==> config.mk <==
export PLATFORM = sky130hd
export DESIGN_NAME = i2cm_master
export DESIGN_NICKNAME = d
export VERILOG_FILES = /design/src/rtl/i2cm_pkg.sv /design/src/rtl/i2cm_prescale.sv /design/src/rtl/i2cm_bitunit.sv /design/src/rtl/i2cm_byte_ctrl.sv /design/src/rtl/i2cm_master.sv
export SDC_FILE = /design/constraint.sdc
export NUM_CORES = 1
export LEC_CHECK = 0
export ABC_AREA = 1
export BUFFER_PORTS_ARGS = -buffer_cell sky130_fd_sc_hd__clkbuf_2
export CAP_MARGIN = 15
export CORE_ASPECT_RATIO = 0.7
export CORE_MARGIN = 2
export CORE_UTILIZATION = 30
export CTS_CLUSTER_DIAMETER = 40
export DETAILED_ROUTE_END_ITERATION = 7
export PLACE_DENSITY = 0.46
export SYNTH_ARGS = -nofsm -noshare
export SYNTH_HDL_FRONTEND = slang
export SYNTH_HIERARCHICAL = 1
export SYNTH_SLANG_ARGS = --single-unit
==> constraint.sdc <==
create_clock -name clk -period 4.3 [get_ports clk]
set_clock_uncertainty 0.2 [all_clocks]
set_input_delay 0.43 -clock clk [delete_from_list [all_inputs] [get_ports clk]]
set_output_delay 0.43 -clock clk [all_outputs]
set_load 0.05 [all_outputs]
==> src/rtl/i2cm_pkg.sv <==
`timescale 1ns/1ps
package i2cm_pkg;
  localparam int BYTE_W   = 8;
  localparam int PHASES   = 5;
  // command word bit positions
  localparam int CMD_STA  = 7;
  localparam int CMD_STO  = 6;
  localparam int CMD_RD   = 5;
  localparam int CMD_WR   = 4;
  localparam int CMD_NACK = 3;
  localparam int CTRL_EN  = 7;
  // register offsets
  localparam int A_CTRL = 0;
  localparam int A_CMD  = 1;
  localparam int A_TX   = 2;
  localparam int A_RX   = 3;
  localparam int A_PLO  = 4;
  localparam int A_PHI  = 5;

  typedef enum logic [2:0] {U_IDLE, U_START, U_BIT, U_ACK, U_STOP} unit_e;

  // SDA level for phases 1..3 and for phase 4 of a unit (1 = released)
  function automatic logic [1:0] unit_levels(unit_e u, logic dbit);
    case (u)
      U_START: return 2'b10;
      U_STOP:  return 2'b01;
      U_BIT,
      U_ACK:   return {dbit, dbit};
      default: return 2'b11;
    endcase
  endfunction
endpackage

==> src/rtl/i2cm_prescale.sv <==
`timescale 1ns/1ps
module i2cm_prescale #(
  parameter int PRE_W = 16
) (
  input  logic             clk,
  input  logic             rst_n,
  input  logic             run,
  input  logic [PRE_W-1:0] pre,
  output logic             tick
);
  logic [PRE_W-1:0] cnt_q;

  always_ff @(posedge clk) begin
    if (!rst_n)            cnt_q <= '0;
    else if (!run)         cnt_q <= pre;
    else if (cnt_q == '0)  cnt_q <= pre;
    else                   cnt_q <= cnt_q - 1'b1;
  end

  assign tick = run && (cnt_q == '0);
endmodule

==> src/rtl/i2cm_bitunit.sv <==
`timescale 1ns/1ps
module i2cm_bitunit (
  input  logic clk,
  input  logic rst_n,
  input  logic en,
  input  logic tick,
  input  logic go,
  input  logic d1,
  input  logic d4,
  input  logic scl_i,
  input  logic sda_i,
  output logic scl_low,
  output logic sda_low,
  output logic smp,
  output logic done
);
  logic [2:0] ph_q;
  logic       act_q, d1_q, d4_q;
  logic       adv;

  assign adv  = act_q && tick;
  assign done = adv && (ph_q == 3'd4);

  always_ff @(posedge clk) begin
    if (!rst_n) begin
      ph_q <= '0; act_q <= 1'b0; d1_q <= 1'b1; d4_q <= 1'b1;
      scl_low <= 1'b0; sda_low <= 1'b0; smp <= 1'b1;
    end else if (!en) begin
      ph_q <= '0; act_q <= 1'b0;
      scl_low <= 1'b0; sda_low <= 1'b0;
    end else if (go) begin
      ph_q <= '0; act_q <= 1'b1; d1_q <= d1; d4_q <= d4;
      scl_low <= 1'b1;
    end else if (adv) begin
      case (ph_q)
        3'd0: begin sda_low <= ~d1_q; ph_q <= 3'd1; end
        3'd1: begin scl_low <= 1'b0;  ph_q <= 3'd2; end
        3'd2: if (scl_i) ph_q <= 3'd3;
        3'd3: begin smp <= sda_i; sda_low <= ~d4_q; ph_q <= 3'd4; end
        default: begin act_q <= 1'b0; ph_q <= '0; end
      endcase
    end
  end
endmodule

==> src/rtl/i2cm_byte_ctrl.sv <==
`timescale 1ns/1ps
module i2cm_byte_ctrl
  import i2cm_pkg::*;
(
  input  logic              clk,
  input  logic              rst_n,
  input  logic              en,
  input  logic              cmd_wr,
  input  logic [7:0]        cmd,
  input  logic [BYTE_W-1:0] tx,
  input  logic              done,
  input  logic              smp,
  output logic              go,
  output logic              d1,
  output logic              d4,
  output logic              busy,
  output logic              accept,
  output logic              bit_unit,
  output logic [BYTE_W-1:0] rx_byte,
  output logic              rx_ack
);
  localparam int CNT_W = $clog2(BYTE_W) + 1;

  unit_e             st_q, nxt;
  logic [CNT_W-1:0]  cnt_q;
  logic [BYTE_W-1:0] sh_q, sh_n;
  logic              f_sto, f_rd, f_wr, f_nack, dbit;

  assign busy     = (st_q != U_IDLE);
  assign bit_unit = (st_q == U_BIT) || (st_q == U_ACK);
  assign accept   = cmd_wr && en && !busy &&
                    (cmd[CMD_STA] | cmd[CMD_STO] | cmd[CMD_RD] | cmd[CMD_WR]);

  always_comb begin
    nxt  = st_q;
    sh_n = sh_q;
    dbit = 1'b1;
    if (accept) begin
      sh_n = tx;
      dbit = cmd[CMD_RD] ? 1'b1 : tx[BYTE_W-1];
      if (cmd[CMD_STA])                     nxt = U_START;
      else if (cmd[CMD_RD] || cmd[CMD_WR])  nxt = U_BIT;
      else                                  nxt = U_STOP;
    end else if (done) begin
      case (st_q)
        U_START: begin
          nxt  = (f_rd || f_wr) ? U_BIT : (f_sto ? U_STOP : U_IDLE);
          dbit = f_rd ? 1'b1 : sh_q[BYTE_W-1];
        end
        U_BIT: begin
          sh_n = {sh_q[BYTE_W-2:0], smp};
          if (cnt_q == CNT_W'(BYTE_W-1)) begin
            nxt  = U_ACK;
            dbit = f_rd ? f_nack : 1'b1;
          end else begin
            dbit = f_rd ? 1'b1 : sh_n[BYTE_W-1];
          end
        end
        U_ACK:   nxt = f_sto ? U_STOP : U_IDLE;
        default: nxt = U_IDLE;
      endcase
    end
    go       = (accept || done) && (nxt != U_IDLE);
    {d1, d4} = unit_levels(nxt, dbit);
  end

  always_ff @(posedge clk) begin
    if (!rst_n) begin
      st_q <= U_IDLE; cnt_q <= '0; sh_q <= '0;
      f_sto <= 1'b0; f_rd <= 1'b0; f_wr <= 1'b0; f_nack <= 1'b0;
      rx_byte <= '0; rx_ack <= 1'b0;
    end else if (!en) begin
      st_q <= U_IDLE;
    end else begin
      st_q <= nxt;
      sh_q <= sh_n;
      if (accept) begin
        f_sto  <= cmd[CMD_STO];
        f_rd   <= cmd[CMD_RD];
        f_wr   <= cmd[CMD_WR];
        f_nack <= cmd[CMD_NACK];
        cnt_q  <= '0;
      end else if (done && st_q == U_BIT) begin
        cnt_q <= cnt_q + 1'b1;
      end
      if (done && st_q == U_ACK) begin
        if (f_rd) rx_byte <= sh_q;
        else      rx_ack  <= smp;
      end
    end
  end
endmodule

==> src/rtl/i2cm_master.sv <==
`timescale 1ns/1ps
module i2cm_master
  import i2cm_pkg::*;
#(
  parameter int PRE_W  = 16,
  parameter int ADDR_W = 3
) (
  input  logic              clk,
  input  logic              rst_n,
  input  logic              reg_wr,
  input  logic [ADDR_W-1:0] reg_addr,
  input  logic [7:0]        reg_wdata,
  output logic [7:0]        reg_rdata,
  input  logic              scl_i,
  input  logic              sda_i,
  output logic              scl_oe,
  output logic              sda_oe
);
  localparam int HI_W = PRE_W - 8;

  logic             en_q;
  logic [PRE_W-1:0] pre_q;
  logic [7:0]       tx_q, rx_w;
  logic             cmd_wr_w, busy_w, accept_w, bit_unit_w, rx_ack_w;
  logic             tick_w, go_w, d1_w, d4_w, done_w, smp_w;

  assign cmd_wr_w = reg_wr && (reg_addr == ADDR_W'(A_CMD));

  always_ff @(posedge clk) begin
    if (!rst_n) begin
      en_q <= 1'b0; pre_q <= '1; tx_q <= '0;
    end else if (reg_wr) begin
      case (reg_addr)
        ADDR_W'(A_CTRL): en_q <= reg_wdata[CTRL_EN];
        ADDR_W'(A_TX):   tx_q <= reg_wdata;
        ADDR_W'(A_PLO):  pre_q[7:0] <= reg_wdata;
        ADDR_W'(A_PHI):  pre_q[PRE_W-1:8] <= reg_wdata[HI_W-1:0];
        default: ;
      endcase
    end
  end

  always_comb begin
    case (reg_addr)
      ADDR_W'(A_CTRL): reg_rdata = {en_q, 7'b0};
      ADDR_W'(A_CMD):  reg_rdata = {rx_ack_w, 5'b0, busy_w, 1'b0};
      ADDR_W'(A_TX):   reg_rdata = tx_q;
      ADDR_W'(A_RX):   reg_rdata = rx_w;
      ADDR_W'(A_PLO):  reg_rdata = pre_q[7:0];
      ADDR_W'(A_PHI):  reg_rdata = 8'(pre_q >> 8);
      default:         reg_rdata = 8'h00;
    endcase
  end

  i2cm_prescale #(.PRE_W(PRE_W)) u_pre (
    .clk(clk), .rst_n(rst_n), .run(busy_w), .pre(pre_q), .tick(tick_w)
  );

  i2cm_byte_ctrl u_ctrl (
    .clk(clk), .rst_n(rst_n), .en(en_q), .cmd_wr(cmd_wr_w), .cmd(reg_wdata),
    .tx(tx_q), .done(done_w), .smp(smp_w), .go(go_w), .d1(d1_w), .d4(d4_w),
    .busy(busy_w), .accept(accept_w), .bit_unit(bit_unit_w),
    .rx_byte(rx_w), .rx_ack(rx_ack_w)
  );

  i2cm_bitunit u_bit (
    .clk(clk), .rst_n(rst_n), .en(en_q), .tick(tick_w), .go(go_w),
    .d1(d1_w), .d4(d4_w), .scl_i(scl_i), .sda_i(sda_i),
    .scl_low(scl_oe), .sda_low(sda_oe), .smp(smp_w), .done(done_w)
  );
endmodule

; ---- Yosys cells after proc, flatten, opt, wreduce, memory -nomap -nowiden
; Index checks and enable logic that the tools add are counted.
[classes]
mux = 34
add_sub_neg = 2
n_reduce_logical = 44
eq_ne = 19
bitwise_logic = 9
[ops]
columns = op, count
row1 = $pmux 8 s6, 1
row2 = $mux 16, 2
row3 = $eq 3x2->1 const B, 8
row4 = $mux 3, 8
row5 = $mux 8, 3
row6 = $reduce_and 2->1, 11
row7 = $logic_not 16->1, 1
row8 = $sub 16x1->16 const B, 1
row9 = $mux 1, 13
row10 = $eq 3x1->1 const B, 4
row11 = $eq 3x3->1 const B, 4
row12 = $pmux 3 s4, 1
row13 = $reduce_and 3->1, 4
row14 = $reduce_bool 2->1, 6
row15 = $logic_and 1x1->1, 10
row16 = $pmux 3 s3, 1
row17 = $mux 4, 2
row18 = $logic_not 3->1, 2
row19 = $not 1->1, 6
row20 = $pmux 2 s3, 1
row21 = $reduce_bool 3->1, 2
row22 = $add 4x1->4 const B, 1
row23 = $eq 4x3->1 const B, 1
row24 = $pmux 1 s2, 2
row25 = 9 further kinds, 13
[word_totals]
ff_bits = 78

; ---- Longest topological paths before layout
; Gate-level depths: netlist of the first run.
[logic_depth]
word_depth = 10
ltp_mapped = 19
depth_no_buf = 19

; ---- Cells and area by module
; Netlist of the first run, hierarchy kept.
[by_module_without_submodules]
columns = mod, n_inst, cells_each, area_per_inst_um2
row1 = i2cm_byte_ctrl, 1, 224, 1580.3
row2 = i2cm_master, 1, 202, 1365.1
row3 = i2cm_prescale, 1, 177, 1056.0
row4 = i2cm_bitunit, 1, 67, 454.2

; ---- Worst setup path before layout of the first run
; Ideal clock, no wire load.
[synth_path]
kind = register to register
start = reg u_pre.cnt_q[0]
end = reg u_bit.sda_low
arrival_time_ps = 2803
synth_period_minus_slack_ps = 3117
stages_incl_launch_ff = 20
slack_ps = 1183
path_buffers = 0
setup_time_ps = 114
t_required_ps = 3986
cell_sequence = dfxtp_1 inv_1 ha_1 nand2_1 nor2_2 nand3_2 nor2_1 nand2_1 nor4_1 inv_1 nor2_4 nand2_1 nand3_1 nor2_1 a21oi_1 nor2_2 nand2_1 nand2_1 nand2_1 nor2_2
[synth_via]
elab_chain_len = 10
[synth_lines]
columns = item, line
row1 = from (decl), i2cm_prescale.sv:11  ; logic [PRE_W-1:0] cnt_q;
row2 = from (signal assigned), i2cm_prescale.sv:15  ; else if (!run) cnt_q <= pre;
row3 = from (signal assigned), i2cm_prescale.sv:16  ; else if (cnt_q == '0) cnt_q <= pre;
row4 = from (signal assigned), i2cm_prescale.sv:17  ; else cnt_q <= cnt_q - 1'b1;
row5 = $logic_not 16->1 *, i2cm_prescale.sv:20  ; assign tick = run && (cnt_q == '0);
row6 = $logic_and 1x1->1 *, i2cm_prescale.sv:20
row7 = via tick_w, i2cm_master.sv:25  ; logic tick_w, go_w, d1_w, d4_w, done_w, smp_w;
row8 = $logic_and 1x1->1 *, i2cm_bitunit.sv:21  ; assign adv = act_q && tick;
row9 = $logic_and 1x1->1 *, i2cm_bitunit.sv:22  ; assign done = adv && (ph_q == 3'd4);
row10 = via done_w, i2cm_master.sv:25
row11 = $mux 3, i2cm_byte_ctrl.sv:44  ; end else if (done) begin
row12 = $mux 3, i2cm_byte_ctrl.sv:38  ; if (accept) begin
row13 = $reduce_bool 3->1, i2cm_byte_ctrl.sv:63  ; go = (accept || done) && (nxt != U_IDLE);
row14 = $logic_and 1x1->1 *, i2cm_byte_ctrl.sv:63
row15 = via go_w, i2cm_master.sv:25
row16 = $not 1->1 (no line) *, --
row17 = $reduce_and 3->1 (no line) *, --
row18 = to (signal assigned), i2cm_bitunit.sv:30  ; scl_low <= 1'b0; sda_low <= 1'b0;
row19 = to (signal assigned), i2cm_bitunit.sv:36  ; 3'd0: begin sda_low <= ~d1_q; ph_q <= 3'd1; end
row20 = to (signal assigned), i2cm_bitunit.sv:39  ; 3'd3: begin smp <= sda_i; sda_low <= ~d4_q; ph_q <= 3'd4; end
row21 = to (decl), i2cm_bitunit.sv:13  ; output logic sda_low,
; Mark *: on every way through the listed nets, which the timed path passes. The rest lies on a longest branch.
; A chain may end at the register's enable or synchronous reset.

; ---- Worst setup path in the final report of the first run
; Same ends and word-level chain as after synthesis.

==> out/results.txt, run 1 <==
core area = 14580 um2
Max-slew headroom = 47.04%
Area Growth Syn to Fin = 10.88%
warnings from Yosys = 6
Max Freq = 310.7 MHz
DP Cell Count = 866
initial core utilization = 30.52%
post-route ant nets = 0
Slew Limit Fails = 0
row cnt = 37
Final Instance Area = 4935 um2
Post-Syn Instances = 669
first-pass GRT wire length = 20140 um
CP Data Arrival Time = 3.26 ns
Post-DP Area = 4644 um2
CTS tree = done
clk slew on worst S/H paths = 0.06 ns
most common cell after layout, fill and taps aside = nand2_1
unrepaired setup endpoints after global routing = no
DRC = 0
Post-CTS Resized = 0
crit path to = u_bit/sda_low$_SDFFE_PP0P_
Sink Count = 78
beginning of the critical path = u_pre/cnt_q[0]$_SDFF_PN0_
Synthesized Nets = 688
Worst setup EP type = flip-flop
Max clock buf depth = 2
vias in the first global route = 3990
post-route core utilization = 33.84%
Int Pwr = 1.244 mW
Avg Cell Area, Syn = 6.652 um2
r2r endpoint = u_bit/sda_low$_SDFFE_PP0P_
1st-iter DRT viols = 221
CP Max Fanout = 6
Total GRT Usage = 16.17%
Post-Route Setup TNS = 0 ns
diode count = 0
max-cap violations = 0
Clk network pwr share = 45.6%
initial antenna violation count = 0
Die ar. = 15840 um2
drt pass-1 iters = 5
wire length per cell = 13.21 um
min-delay worst type = input port to flip-flop
status = complete, no violations
H-tree depth = 3
Comb pwr share = 9.1%
Leak = 2.342 nW
reg2reg setup slack = 1.08 ns
GPL Wtd Cong = 0.7915
switching pwr = 434.5 uW
post-CTS setup buffer count = 0
final period utilization = 74.84%
Final setup viols = 0
PwrDens = 340.1 nW/um2
largest net degree at the start of global routing = 40
CP Launch Type = flip-flop
io pins = 26
I/O Buffers = 25
Crit Path Category = flip-flop to flip-flop
nets@finish = 701
clock buffer count from CTS = 9
CTS Root Cell = clkbuf_16
Remaining Overflow, GRT = 0
FF-to-FF Start = u_pre/cnt_q[0]$_SDFF_PN0_
share of layout cells above drive strength 1 = 15.74%
Post-CTS Hold Buffers = 0
Die Ht = 105.9 um
post-DR vias/cell = 4.681
Worst-Margin Slew = 0.7944 ns
final hold violation count = 0
worst reg2reg path depth = 20
die width = 149.6 um
worst path required time = 4.34 ns
vias = 4124
drt total wl = 11640 um
VDD IR max = 0.1777 mV
Non-Filler Instances = 881
sequential share of power = 45.3%
final worst path period need = 3.218 ns
Cell Area, Synth = 4451 um2
Switching Share = 25.88%
commonest cells after routing, fill and taps aside = nand2_1 (155), nor2_1 (109), dfxtp_1 (78)
Total Power = 1.679 mW
DP HPWL = 8839 um
clk_lat worst skew = 0.35 ns
## worst min-delay path by stage
| stage | start | slack [ns] | to | depth (start not counted) |
|---|---|---|---|---|
| floorplan | u_ctrl/sh_q[7]$_SDFFE_PN0P_ | 0.24 | u_ctrl/rx_byte[7]$_SDFFE_PN0P_ | 2 |
| global placement | pre_q[11]$_SDFFE_PN1P_ | 0.28 | pre_q[11]$_SDFFE_PN1P_ | 2 |
| detailed placement | u_ctrl/f_sto$_SDFFE_PN0P_ | 0.29 | u_ctrl/f_sto$_SDFFE_PN0P_ | 2 |
| CTS | reg_wdata[0] | 0.14 | pre_q[0]$_SDFFE_PN1P_ | 3 |
| global route | reg_wdata[2] | 0.16 | pre_q[2]$_SDFFE_PN1P_ | 3 |
| finish | reg_wdata[0] | 0.15 | pre_q[0]$_SDFFE_PN1P_ | 3 |
## per-layer routing
metal,up-vias,part of all wire (%),wire (um),GRT usage [%]
li1,2177,-,-,-
met2,83,40,4616,22.51
met3,14,5.2,604,4.893
met4,0,1.2,143,4.150
met5,-,0,0,0
met1,1850,54,6274,24.00
## stage by stage
stage               hold WS [ns]  setup slack [ns]
finish                    0.1463             1.082
detailed placement        0.2862             1.007
global route              0.1582            0.7341
floorplan                 0.2408             1.183
CTS                       0.1392             1.026
global placement          0.2799             1.032
## area by class of cell
cell class	instances	area (um2)
inverter	75	284.0
clock inverter	4	47.55
clock buffer	11	242.7
tap	195	244.0
timing repair buffer	27	140.1
fill	1617	9648
sequential	78	1562
multi-input combinational	491	2415
## critical path, stage by stage (launching register included)
cell and delay (ns):
dfxtp_1 0.29, inv_1 0.12, ha_1 0.16, nand2_1 0.06
nor2_2 0.11, nand3_2 0.12, nor2_1 0.17, nand2_1 0.14
nor4_1 0.25, buf_4 0.21, inv_1 0.11, nor2_4 0.16
nand2_1 0.07, nand3_1 0.13, nor2_1 0.08, a21oi_1 0.36
nor2_2 0.12, nand2_1 0.11, nand2_1 0.05, nand2_1 0.07
nor2_2 0.03
## flip-flops by register name, summed over array words and instances (netlist names), 3 cells and up
name / count
u_ctrl/st_q: 3
u_ctrl/cnt_q: 4
u_ctrl/rx_byte: 8
tx_q: 8
u_bit/ph_q: 3
u_pre/cnt_q: 16
pre_q: 16
u_ctrl/sh_q: 8
## power by group through the flow
stage	Clock (mW)	Combinational, mW	Sequential, mW
detailed placement	0	0.154	0.777
finish	0.765	0.153	0.761
global placement	0	0.153	0.777
global route	0.822	0.174	0.763
CTS	0.795	0.154	0.761
floorplan	0	0.116	0.770
Note: power is estimated with default switching activity, not from simulation.
==> inputs of run 2 (changes only) <==
==> constraint.sdc (replaced) <==
create_clock -name clk -period 3.3 [get_ports clk]
set_clock_uncertainty 0.2 [all_clocks]
set_input_delay 0.33 -clock clk [delete_from_list [all_inputs] [get_ports clk]]
set_output_delay 0.33 -clock clk [all_outputs]
set_load 0.05 [all_outputs]
==> out/results.txt, run 2 (synthesis gave the netlist of run 1 again) <==
fin worst setup slack = 0.3094 ns
post-route ant nets = 0
first-pass GRT wire length = 20450 um
Final Instance Area = 5026 um2
DP HPWL = 9111 um
reg2reg setup slack = 0.31 ns
post-DR vias/cell = 4.778
commonest cells after routing, fill and taps aside = nand2_1 (154), nor2_1 (108), dfxtp_1 (78)
final worst path period need = 2.991 ns
Post-Route Setup TNS = 0 ns
Switching Share = 26.36%
Setup WS pre-CTS = 0.09757 ns
CTS tree = done
I/O Buffers = 25
r2r endpoint = u_bit/sda_low$_SDFFE_PP0P_
DRC = 0
core area = 14580 um2
Comb pwr share = 9.7%
GPL Wtd Cong = 0.8799
Final setup viols = 0
Die ar. = 15840 um2
most common cell after layout, fill and taps aside = nand2_1
VDD IR max = 0.2436 mV
clock buffer count from CTS = 9
drt total wl = 12060 um
share of layout cells above drive strength 1 = 17.65%
worst path buffer plus inverter count = 3
worst path required time = 3.33 ns
clk slew on worst S/H paths = 0.06 ns
WHS Endpoint = pre_q[0]$_SDFFE_PN1P_
Die Ht = 105.9 um
diode count = 0
io pins = 26
CP Launch Type = flip-flop
FF-to-FF Start = u_pre/cnt_q[0]$_SDFF_PN0_
hold_sp = reg_wdata[0]
Largest regs = pre_q (16), u_pre/cnt_q (16)
Area Growth Syn to Fin = 12.93%
worst reg2reg path depth = 20
Total GRT Usage = 16.23%
DP Cell Count = 874
Worst-Margin Slew = 0.7533 ns
cell chain of the critical path = inv_1 > ha_1 > nand2_1 > nor2_2 > nand3_2 > nor2_2 > nand2_2 > nor4_2 > buf_4 > inv_1 > nor2_4 > nand2_1 > nand3_1 > nor2_1 > a21oi_2 > nor2_2 > nand2_1 > nand2_1 > nand2_1 > nor2_2
CP dominant cell by count = nand2_1
Leak = 2.399 nW
Max clock buf depth = 2
switching pwr = 576.9 uW
sequential share of power = 45.2%
Total Power = 2.188 mW
Hold Path Stages = 3
H-tree depth = 3
vias = 4262
CP Data Arrival Time = 3.02 ns
die width = 149.6 um
Non-Filler Instances = 892
clk_lat worst skew = 0.34 ns
Remaining Overflow, GRT = 0
Sink Count = 78
Post-DP Area = 4705 um2
row cnt = 37
slowest cell delay on critical path = 0.30 ns
slowest CP cell = dfxtp_1
Slew Limit Fails = 0
min-delay worst type = input port to flip-flop
Max-slew headroom = 49.78%
Worst setup EP type = flip-flop
vias in the first global route = 4103
CP Max Fanout = 6
PwrDens = 435.4 nW/um2
nets@finish = 711
post-route core utilization = 34.47%
drt pass-1 iters = 4
Int Pwr = 1.611 mW
CP Depth = 20
wire length per cell = 13.52 um
Clk network pwr share = 45.2%
initial antenna violation count = 0
final period utilization = 90.62%
max-cap violations = 0
Crit path max-delay family = simple AND/OR/NAND/NOR gates
hold slack = 0.03606 ns
1st-iter DRT viols = 212
CTS Root Cell = clkbuf_16
initial core utilization = 30.52%
Crit Path Category = flip-flop to flip-flop
Max Freq = 334.4 MHz
largest net degree at the start of global routing = 36
final hold violation count = 0
status = complete, no violations
run 2: repair_timing:
| item | in CTS | in global routing |
|---|---|---|
| endpoints found under the setup margin | 0 | 9 |
| setup buffers | 0 | 2 |
| hold buffers | 0 | 0 |
| resized for setup | 0 | 4 |
run 2: layout make-up:
cell class	instances	area (um2)
fill	1593	9557
clock inverter	6	62.56
inverter	75	284.0
sequential	78	1562
clock buffer	10	229.0
timing repair buffer	37	215.2
multi-input combinational	491	2430
tap	195	244.0
run 2: worst register-to-register path: cells and delay by family, from the launching register on:
family | cells | cell delay [ns]
adders and majority gates | 1 | 0.18
buffers and inverters | 3 | 0.42
AOI/OAI and AO/OA | 1 | 0.26
and+or+nand+nor | 15 | 1.52
DFF | 1 | 0.30
run 2: layer usage:
metal,global-route usage [%],wire [um],up-vias
met4,4.218,106,0
met2,24.21,5058,77
met3,3.519,483,9
li1,-,-,2194
met5,0,0,-
met1,23.59,6409,1982
run 2: power by group through the flow:
stage | Combinational, mW | Sequential [mW] | Clock, mW
2_1_floorplan | 0.152 | 1.00 | 0
3_3_place_gp | 0.211 | 1.01 | 0
3_5_place_dp | 0.212 | 1.01 | 0
4_1_cts | 0.213 | 0.988 | 1.03
5_1_grt | 0.237 | 0.991 | 1.06
6_report | 0.211 | 0.989 | 0.988
run 2: how the worst max path moves through the flow:
stage / start / to / slack, ns
floorplan: u_pre/cnt_q[0]$_SDFF_PN0_ / u_bit/sda_low$_SDFFE_PP0P_ / 0.18
global placement: u_pre/cnt_q[0]$_SDFF_PN0_ / u_bit/sda_low$_SDFFE_PP0P_ / 0.21
detailed placement: u_pre/cnt_q[0]$_SDFF_PN0_ / u_bit/sda_low$_SDFFE_PP0P_ / 0.1
CTS: u_pre/cnt_q[0]$_SDFF_PN0_ / u_bit/sda_low$_SDFFE_PP0P_ / 0.08
global route: u_pre/cnt_q[0]$_SDFF_PN0_ / u_bit/d1_q$_SDFFE_PN1P_ / -0.002
finish: u_pre/cnt_q[0]$_SDFF_PN0_ / u_bit/sda_low$_SDFFE_PP0P_ / 0.31
